==> config.mk <==
export PLATFORM = sky130hd
export DESIGN_NAME = hs_shift_link
export DESIGN_NICKNAME = d
export VERILOG_FILES = /design/src/rtl/hslink_pkg.sv /design/src/rtl/hslink_sync.sv /design/src/rtl/hslink_datapath.sv /design/src/rtl/hslink_ctrl.sv /design/src/rtl/hs_shift_link.sv
export SDC_FILE = /design/constraint.sdc
export NUM_CORES = 1
export LEC_CHECK = 0
export ABC_AREA = 1
export BUFFER_PORTS_ARGS = -buffer_cell sky130_fd_sc_hd__buf_4
export CAP_MARGIN = 15
export CORE_ASPECT_RATIO = 0.75
export CORE_UTILIZATION = 50
export DETAILED_ROUTE_END_ITERATION = 10
export PLACE_DENSITY = 0.69
export SETUP_SLACK_MARGIN = 0.3
export SYNTH_ARGS = -nofsm -noshare
export SYNTH_HDL_FRONTEND = slang
export SYNTH_SLANG_ARGS = --single-unit
==> constraint.sdc <==
create_clock -name clk -period 2.5 [get_ports clk]
set_input_delay 0 -clock clk [delete_from_list [all_inputs] [get_ports clk]]
set_output_delay 0 -clock clk [all_outputs]
set_load 0.02 [all_outputs]
==> src/rtl/hslink_pkg.sv <==
package hslink_pkg;

  // strobes from control to datapath
  typedef struct packed {
    logic setup;     // apply direction and load/clear the shifter
    logic dirRx;     // direction applied on setup (1 = receive)
    logic shiftIn;   // shift one sampled bit in
    logic shiftOut;  // advance the outgoing bit
    logic countBit;  // one more bit moved
    logic capture;   // latch the received byte
    logic endShift;  // shift phase over, stop driving the line
  } linkCmd_t;

  // events from datapath to control
  typedef struct packed {
    logic clkRise;
    logic clkFall;
    logic ackHigh;
    logic lastBit;
  } linkEvt_t;

  typedef enum logic [1:0] {
    ST_IDLE,
    ST_SETUP,
    ST_SHIFT,
    ST_WAITACK
  } linkState_t;

endpackage

==> src/rtl/hslink_sync.sv <==
module hslink_sync #(
  parameter int WIDTH = 1,
  parameter int STAGES = 2,
  parameter logic [WIDTH-1:0] RESET_VAL = '0
) (
  input  logic             clk,
  input  logic             rst_n,
  input  logic [WIDTH-1:0] din,
  output logic [WIDTH-1:0] dout
);

  logic [STAGES-1:0][WIDTH-1:0] chain;

  always_ff @(posedge clk or negedge rst_n) begin
    if (!rst_n) begin
      for (int s = 0; s < STAGES; s++) chain[s] <= RESET_VAL;
    end else begin
      chain[0] <= din;
      for (int s = 1; s < STAGES; s++) chain[s] <= chain[s-1];
    end
  end

  assign dout = chain[STAGES-1];

endmodule

==> src/rtl/hslink_datapath.sv <==
module hslink_datapath
  import hslink_pkg::*;
#(
  parameter int SYNC_STAGES = 2,
  parameter int BYTE_BITS = 8
) (
  input  logic                 clk,
  input  logic                 rst_n,
  input  linkCmd_t             cmd,
  input  logic [BYTE_BITS-1:0] txByte,
  input  logic                 shiftClk,
  input  logic                 shiftDataIn,
  input  logic                 ackN,
  output linkEvt_t             evt,
  output logic [BYTE_BITS-1:0] rxByte,
  output logic                 shiftDataOut,
  output logic                 shiftOutEn
);

  localparam int CW = (BYTE_BITS > 1) ? $clog2(BYTE_BITS) : 1;
  localparam logic [CW-1:0] LAST_IDX = CW'(BYTE_BITS - 1);

  logic [2:0] rawIn, syncIn;
  logic clkS, dataS, ackS, clkPrev;
  logic [BYTE_BITS-1:0] shifter;
  logic [CW-1:0] bitCnt;

  assign rawIn = {shiftClk, shiftDataIn, ackN};

  hslink_sync #(
    .WIDTH(3),
    .STAGES(SYNC_STAGES),
    .RESET_VAL(3'b011)
  ) u_sync (
    .clk  (clk),
    .rst_n(rst_n),
    .din  (rawIn),
    .dout (syncIn)
  );

  assign clkS  = syncIn[2];
  assign dataS = syncIn[1];
  assign ackS  = syncIn[0];

  always_ff @(posedge clk or negedge rst_n) begin
    if (!rst_n) clkPrev <= 1'b0;
    else        clkPrev <= clkS;
  end

  assign evt.clkRise = clkS & ~clkPrev;
  assign evt.clkFall = ~clkS & clkPrev;
  assign evt.ackHigh = ackS;
  assign evt.lastBit = (bitCnt == LAST_IDX);

  always_ff @(posedge clk or negedge rst_n) begin
    if (!rst_n) begin
      shifter    <= '0;
      bitCnt     <= '0;
      shiftOutEn <= 1'b0;
      rxByte     <= '0;
    end else if (cmd.setup) begin
      shifter    <= cmd.dirRx ? '0 : txByte;
      bitCnt     <= '0;
      shiftOutEn <= ~cmd.dirRx;
    end else begin
      if (cmd.shiftIn)  shifter <= {shifter[BYTE_BITS-2:0], dataS};
      if (cmd.shiftOut) shifter <= {shifter[BYTE_BITS-2:0], 1'b0};
      if (cmd.countBit) bitCnt  <= bitCnt + 1'b1;
      if (cmd.capture)  rxByte  <= {shifter[BYTE_BITS-2:0], dataS};
      if (cmd.endShift) shiftOutEn <= 1'b0;
    end
  end

  assign shiftDataOut = shiftOutEn ? shifter[BYTE_BITS-1] : 1'b1;

  AST_DIR_ONLY_ON_STROBE: assert property (@(posedge clk) disable iff (!rst_n)
    !(cmd.setup || cmd.endShift) |=> $stable(shiftOutEn));

  AST_RX_LINE_IDLE_HIGH: assert property (@(posedge clk) disable iff (!rst_n)
    !shiftOutEn |-> shiftDataOut);

  AST_NO_SHIFT_BOTH_WAYS: assert property (@(posedge clk) disable iff (!rst_n)
    !(cmd.shiftIn && cmd.shiftOut));

endmodule

==> src/rtl/hslink_ctrl.sv <==
module hslink_ctrl
  import hslink_pkg::*;
#(
  parameter int ACK_TIMEOUT = 1600000
) (
  input  logic     clk,
  input  logic     rst_n,
  input  logic     start,
  input  logic     dir,
  input  linkEvt_t evt,
  output linkCmd_t cmd,
  output logic     reqN,
  output logic     done,
  output logic     busy,
  output logic     timeoutErr,
  output logic     ackEarlyWarn
);

  localparam int TW = $clog2(ACK_TIMEOUT + 1);
  localparam logic [TW-1:0] TIMER_LAST = TW'(ACK_TIMEOUT - 1);

  linkState_t state, stateNext;
  logic rxMode;
  logic [TW-1:0] ackTimer;
  logic shiftEnd, ackBack, ackExpire;

  assign shiftEnd  = (state == ST_SHIFT) && evt.clkRise && evt.lastBit;
  assign ackBack   = (state == ST_WAITACK) && evt.ackHigh;
  assign ackExpire = (state == ST_WAITACK) && !evt.ackHigh && (ackTimer == TIMER_LAST);
  assign busy      = (state != ST_IDLE);

  always_comb begin
    cmd = '0;
    cmd.dirRx = dir;
    case (state)
      ST_IDLE:  cmd.setup = start;
      ST_SHIFT: begin
        cmd.shiftIn  = evt.clkRise & rxMode;
        cmd.shiftOut = evt.clkFall & ~rxMode;
        cmd.countBit = evt.clkRise;
        cmd.capture  = shiftEnd & rxMode;
        cmd.endShift = shiftEnd;
      end
      default: ;
    endcase
  end

  always_comb begin
    stateNext = state;
    case (state)
      ST_IDLE:    if (start) stateNext = ST_SETUP;
      ST_SETUP:   stateNext = ST_SHIFT;
      ST_SHIFT:   if (shiftEnd) stateNext = ST_WAITACK;
      ST_WAITACK: if (ackBack || ackExpire) stateNext = ST_IDLE;
      default:    stateNext = ST_IDLE;
    endcase
  end

  always_ff @(posedge clk or negedge rst_n) begin
    if (!rst_n) begin
      state        <= ST_IDLE;
      rxMode       <= 1'b0;
      reqN         <= 1'b1;
      done         <= 1'b0;
      timeoutErr   <= 1'b0;
      ackEarlyWarn <= 1'b0;
      ackTimer     <= '0;
    end else begin
      state <= stateNext;
      done  <= ackBack || ackExpire;
      if (cmd.setup) begin
        rxMode       <= dir;
        timeoutErr   <= 1'b0;
        ackEarlyWarn <= 1'b0;
      end
      if (state == ST_SETUP) reqN <= 1'b0;
      if (shiftEnd) begin
        reqN     <= 1'b1;
        ackTimer <= '0;
        if (evt.ackHigh) ackEarlyWarn <= 1'b1;
      end else if (state == ST_WAITACK && !evt.ackHigh) begin
        ackTimer <= ackTimer + 1'b1;
      end
      if (ackExpire) timeoutErr <= 1'b1;
    end
  end

  AST_DONE_ONE_CYCLE: assert property (@(posedge clk) disable iff (!rst_n)
    done |=> !done);

  AST_REQ_FREE_AT_DONE: assert property (@(posedge clk) disable iff (!rst_n)
    done |-> reqN);

  AST_TIMEOUT_WITH_DONE: assert property (@(posedge clk) disable iff (!rst_n)
    $rose(timeoutErr) |-> done);

  AST_REQ_AFTER_SETUP: assert property (@(posedge clk) disable iff (!rst_n)
    $fell(reqN) |-> $past(cmd.setup, 2));

  AST_SHIFT_ONLY_BUSY: assert property (@(posedge clk) disable iff (!rst_n)
    !busy |-> reqN);

endmodule

==> src/rtl/hs_shift_link.sv <==
module hs_shift_link
  import hslink_pkg::*;
#(
  parameter int SYNC_STAGES = 2,
  parameter int BYTE_BITS = 8,
  parameter int ACK_TIMEOUT = 1600000
) (
  input  logic                 clk,
  input  logic                 rst_n,
  input  logic                 start,
  input  logic                 dir,
  input  logic [BYTE_BITS-1:0] txByte,
  output logic                 done,
  output logic                 busy,
  output logic [BYTE_BITS-1:0] rxByte,
  output logic                 timeoutErr,
  output logic                 ackEarlyWarn,
  input  logic                 shiftClk,
  input  logic                 shiftDataIn,
  output logic                 shiftDataOut,
  output logic                 shiftOutEn,
  output logic                 reqN,
  input  logic                 ackN
);

  linkCmd_t cmd;
  linkEvt_t evt;

  hslink_ctrl #(
    .ACK_TIMEOUT(ACK_TIMEOUT)
  ) u_ctrl (
    .clk         (clk),
    .rst_n       (rst_n),
    .start       (start),
    .dir         (dir),
    .evt         (evt),
    .cmd         (cmd),
    .reqN        (reqN),
    .done        (done),
    .busy        (busy),
    .timeoutErr  (timeoutErr),
    .ackEarlyWarn(ackEarlyWarn)
  );

  hslink_datapath #(
    .SYNC_STAGES(SYNC_STAGES),
    .BYTE_BITS  (BYTE_BITS)
  ) u_dp (
    .clk         (clk),
    .rst_n       (rst_n),
    .cmd         (cmd),
    .txByte      (txByte),
    .shiftClk    (shiftClk),
    .shiftDataIn (shiftDataIn),
    .ackN        (ackN),
    .evt         (evt),
    .rxByte      (rxByte),
    .shiftDataOut(shiftDataOut),
    .shiftOutEn  (shiftOutEn)
  );

endmodule

* Yosys cells after proc, flatten, opt, wreduce, memory -nomap -nowiden *
Cells that the tools add are included.

word-level totals
  memory bits (writable) = 0
  latch bits = 0
  register bits = 55
  input port bits = 15
  word-level logic and storage cells = 75
  bits in read-only memories = 0
  memories = 0
  output and inout port bits = 15

cells by class
  magnitude comparators = 0
  divide/modulo/power cells = 0
  mux-type cells = 24
  $add $sub $neg = 2
  multiply operators = 0
  shifts and indexed selects = 0
  bitwise gates (word level) = 10
  equality and inequality tests = 8
  reductions and logical operators = 17

operators with widths
  kind                     count
  $mux W21                 2
  $mux W8                  4
  $add A21 B1 Y21 const B  1
  $eq A21 B21 Y1 const B   1
  $reduce_bool A2 Y1       6
  $mux W1                  11
  $pmux W2 S4              1
  $mux W2                  3
  $mux W3                  2
  $and A1 B1 Y1            5
  $logic_and A1 B1 Y1      5
  $mux W5                  1
  $not A1 Y1               5
  $eq A2 B2 Y1 const B     2
  $ne A2 B1 Y1 const B     2
  $add A3 B1 Y3 const B    1
  $eq A3 B3 Y1 const B     1
  $reduce_and A3 Y1        1
  $reduce_bool A3 Y1       1
  $eq A2 B1 Y1 const B     1
  $logic_not A2 Y1         1
  $ne A2 B2 Y1 const B     1
  $reduce_and A2 Y1        1
  $logic_not A1 Y1         1
  $logic_or A1 B1 Y1       1

* Longest topological paths before layout *
  depth after elaboration = 9
  depth in mapped cells = 10
  depth with buffers taken out = 10

* Hierarchy *
Synthesis repeated with hierarchy kept, for this count alone.

unflattened totals
  cell total of the unflattened synthesis = 362
  area total of the unflattened synthesis = 2825.2 µm²

modules (own cells, without submodules)
  module           times used  cells each  area each (µm²)  seq. area each (µm²)
  hslink_ctrl      1           230         1660.3           701.9
  hslink_datapath  1           123         987.2            525.5
  hslink_sync      1           9           177.7            155.1

* Least setup slack after synthesis *
OpenSTA, ideal clock, no wires.

  kind = register -> register
  start point = register u_ctrl.state[0]
  end point = register u_dp.rxByte[5]
  data required time = 2.382 ns
  library setup time = 0.118 ns
  clock period less this slack = 1.525 ns
  path buffers = 1
  cell stages (with the launch flop) = 9
  path slack = 0.975 ns
  arrival time = 1.407 ns
  cell sequence = dfrtp_1 > inv_1 > ha_1 > nand4_4 > inv_2 > nand3_4 > buf_6 > nand2_1 > o21ai_2

on the way
  longest elaborated chain between the ends = 6
  elaborated cells between the ends (all ways) = 9
  those cells by class = eq/ne (1); mux (2); bitwise (2); reduce/logical (4)

ends and longest elaborated chain
  item                               line                                  text
  start, declared                    hslink_ctrl.sv:22                     linkState_t state, stateNext;
  start signal, assigned             hslink_ctrl.sv:69                     state <= stateNext;
  $eq A2 B2 Y1                       hslink_ctrl.sv:27, hslink_ctrl.sv:35
  $logic_and A1 B1 Y1 (2 in series)  hslink_ctrl.sv:27                     assign shiftEnd = (state == ST_SHIFT) && evt.clkRise && evt.lastBit;
  $and A1 B1 Y1                      hslink_ctrl.sv:41                     cmd.capture = shiftEnd & rxMode;
  $mux W5                            hslink_ctrl.sv:35                     case (state)
  $reduce_and A2 Y1 (no line) *      n/a
  end signal, assigned               hslink_datapath.sv:69                 if (cmd.capture) rxByte <= {shifter[BYTE_BITS-2:0], dataS};
  end, declared                      hslink_datapath.sv:15                 output logic [BYTE_BITS-1:0] rxByte,

Every way passes the cells marked *; elsewhere a longest branch is shown, timed or not.
A chain may end at the register's enable or synchronous reset.

* Worst setup path after layout *
  start point = register u_ctrl.state[0]
  end point = register u_ctrl.ackTimer[1]

on the way
  longest elaborated chain between the ends = 4
  elaborated cells between the ends (all ways) = 7
  those cells by class = eq/ne (2); mux (1); reduce/logical (4)

ends and longest elaborated chain
  item                                            line               text
  $eq A2 B2 Y1                                    hslink_ctrl.sv:27
  $logic_and A1 B1 Y1 (2 in series)               hslink_ctrl.sv:27
  $mux W21 or $reduce_bool A2 Y1 (tied branches)  n/a
  end signal, assigned                            hslink_ctrl.sv:82  ackTimer <= ackTimer + 1'b1;
  end, declared                                   hslink_ctrl.sv:24  logic [TW-1:0] ackTimer;

Parallel ways exist; a longest one is shown, timed or not.

==> summary.md <==
| Metric | Value |
|---|---|
| Final Slew Violations | 0 |
| Seq. cell area | roughly 0.0014 mm^2 |
| Clock tree buffer depth | 2 |
| Hpwl dp | 4180 um |
| Antenna violations before repair | 0 |
| Num ports | 30 |
| Critical path class | reg -> reg |
| Clock skew | 0.00730 ns |
| N_diodes | 0 |
| Fraction of registers with async set/reset | 1.00 |
| Share of cells above drive strength 1 | 0.174 |
| Num CTS Buffers | 5 |
| Pre-Repair DR Iteration Count | 4 |
| CTS tree | built |
| Via count | roughly 2300 |
| CP Capture Type | flip-flop |
| Setup repair after global routing missed its margin | false |
| Fin util | 0.624 |
| FF+latch count, synth | 55 |
| Width of the die | between 80 and 90 um |
| Routed WL | roughly 5800 um |
| Reg clk slew, reported paths | 0.10 ns |
| Power density cells | between 700 and 800 mW/mm^2 |
| Core area | between 0.005 and 0.006 mm^2 |
| Most frequent CP cell | inv_1 |
| Post-Synthesis Cells | 340 |
| Fmax | ~540 MHz |
| Syn_area_per_cell | 8.30 um^2 |
| Clock Latency Late Sink | 0.30 ns |
| Global-route wire length before repair | 9430 um |
| Number of vias per cell | about 5 |
| Min-delay worst type | in -> reg |
| Syn_nets | roughly 360 |
| Hold Vio Cnt, Final | 0 |
| Sequential-to-total area share from yosys stat | 0.490 |
| Slew @ Worst Pin | 0.684 ns |
| Ys Warns | 0 |
| Hold Slack | about 0.018 ns |
| Post-Syn Area | 0.00282 mm^2 |
| CTS root buf | clkbuf_8 |
| DP Area | 0.00311 mm^2 |
| Die Y | about 67 um |
| Tmin final | 1.85 ns |
| Grt ovf | 0 |
| Post-synth EDFFs | 0 |
| Port Buffers | 29 |
| Cell with the most instances after synthesis | nand2_1 |
| CP max-delay cell | dfrtp_1 |
| Area growth syn-to-layout | 18.9% |
| Crit-path cells | inv_1, ha_1, nand4_4, nand2_2, inv_1, a21boi_0, inv_1 |
| Synth top area share | 0.443 |
| Starting density of the core | 0.525 |
| Multi-input logic area | around 0.0012 mm^2 |
| Final Setup Violations | 0 |
| DRC Markers | 0 |
| Post-synth top cells | 77 x nand2_1, 51 x nor2_1, 50 x dfrtp_1, 48 x inv_1, 23 x nand3_1 |
| Reg2reg setup slack | roughly 0.65 ns |
| Filler cells | 472 |
| Design Area, Final | between 0.003 and 0.004 mm^2 |
| Fin crit share | 0.739 |
| DR WL/cell | between 10 and 15 um |
| Std cell rows | 23 |
| Yosys top cell by area | dfrtp_1 |
| CP max stage delay | around 0.42 ns |
| Post-route ant nets | 0 |
| Synth Flop Type | dfrtp_1 |
| Worst endpoint data arrival time | about 2.0 ns |
| Leak | around 1.7 nW |
| Status | finished, final reports clean |
| # nets final | approximately 410 |
| Max H-tree Level | 2 |
| Critical path required time | roughly 2.7 ns |
| Setup TNS | 0 ns |
| Netlist cell types | 34 |
| Worst rel slew slack | 0.544 |
| Gr usage total | 0.211 |
| Largest net degree at the start of global routing | 56 |
| Die Footprint | a little under 0.006 mm^2 |
| Largest cells by area after synthesis | dfrtp_1 44%, nand2_1 10%, nor2_1 6.8% |
| Initial DRC count | ~160 |
| Gpl congestion | slightly below 0.9 |
| Critical path fanouts, max | 16 |
| Max-Cap Viols | 0 |
| Worst vdd ir | about 0.0006 V |
| CP Launch Type | flip-flop |
| Clk sink count | 55 |
| Vias in the first global route | around 2000 |
flip-flops by register name, indices dropped and copies added (netlist names):
name / flops
u_dp.u_sync.chain: 3
u_dp.shiftOutEn: 1
u_dp.bitCnt: 3
u_ctrl.rxMode: 1
u_ctrl.reqN: 1
u_ctrl.done: 1
u_dp.u_sync.dout: 3
u_dp.clkPrev: 1
u_ctrl.timeoutErr: 1
u_dp.rxByte: 8
u_dp.shifter: 8
u_ctrl.ackEarlyWarn: 1
u_ctrl.ackTimer: 21
u_ctrl.state: 2
power by group:
part           internal (W)  switching [W]  total [W]
clock              0.000400       0.000279   0.000680
combinational      0.000282       0.000439   0.000720
sequential          0.00104       0.000122    0.00116
total               0.00172       0.000840    0.00256
metal layers:
metal / wire (um) / GRT usage / vias up
met1: 3020 / 0.314 / 1083
met5: 0 / 0 / -
li1: - / - / 1171
met4: 47 / 0.0524 / 0
met3: 236 / 0.0397 / 6
met2: 2450 / 0.313 / 50
cell type report:
cell class	count	share of cell area
Sequential cell	55	0.412
Clock buffer	6	0.0216
Timing Repair Buffer	42	0.102
Inverter	50	0.0559
Multi-Input combinational cell	230	0.363
Clock inverter	2	0.0179
Tap cell	75	0.0280
final timing paths:
path,from,endpoint,depth (start not counted)
max,u_ctrl.state[0]$_DFFE_PN0P_,u_ctrl.ackTimer[1]$_DFFE_PN0P_,7
min,txByte[0],u_dp.shifter[0]$_DFFE_PN0P_,5
max reg2reg,u_ctrl.state[0]$_DFFE_PN0P_,u_ctrl.ackTimer[1]$_DFFE_PN0P_,7
min reg2reg,u_dp.u_sync.chain[1]$_DFF_PN1_,u_dp.u_sync.dout[1]$_DFF_PN1_,0
max in group asynchronous,rst_n,u_ctrl.ackTimer[19]$_DFFE_PN0P_,2
min in group asynchronous,rst_n,u_ctrl.ackTimer[14]$_DFFE_PN0P_,2
cell families after synthesis:
| logic type | synth area share |
|---|---|
| xor+xnor | 0.00310 |
| flops | 0.490 |
| fa+ha+maj | 0.0355 |
| compound gates | 0.111 |
| buf+inv | 0.0789 |
| simple gates | 0.281 |
cell usage in the layout, fill, tap and decap left out, drive strengths merged, types with 2 or more instances in the layout:
cell type	n
a21oi	16
a22oi	7
buf	31
bufinv	2
clkbuf	6
dfrtp	50
dfstp	5
dlygate4sd3	11
ha	8
inv	49
nand2	79
nand3	26
nand4	9
nor2	55
nor3	2
o21ai	18
o21bai	2
or2	2
critical path: cells and delay by family, from the launching register on:
kind / cells / cell delay [ns]
simple gates: 2 / 0.55
fa+ha+maj: 1 / 0.32
buf+inv: 3 / 0.26
flops: 1 / 0.42
compound gates: 1 / 0.18
stage by stage:
step | std cells | total power, W | setup slack, ns
after CTS | 460 | 0.00257 | 0.658
after global routing | 460 | 0.00273 | 0.493
after detailed placement | 441 | 0.00188 | 0.680
final | 460 | 0.00256 | 0.653
after floorplan | 340 | 0.00168 | 0.975
after global placement | 441 | 0.00185 | 0.751
repair_timing:
item / in CTS / in global routing
gates resized for setup: 0 / 0
endpoints found under the hold margin: 60 / 0
hold buffers: 11 / 0
setup buffers: 0 / 0
Power figures use the tool's default switching activity.
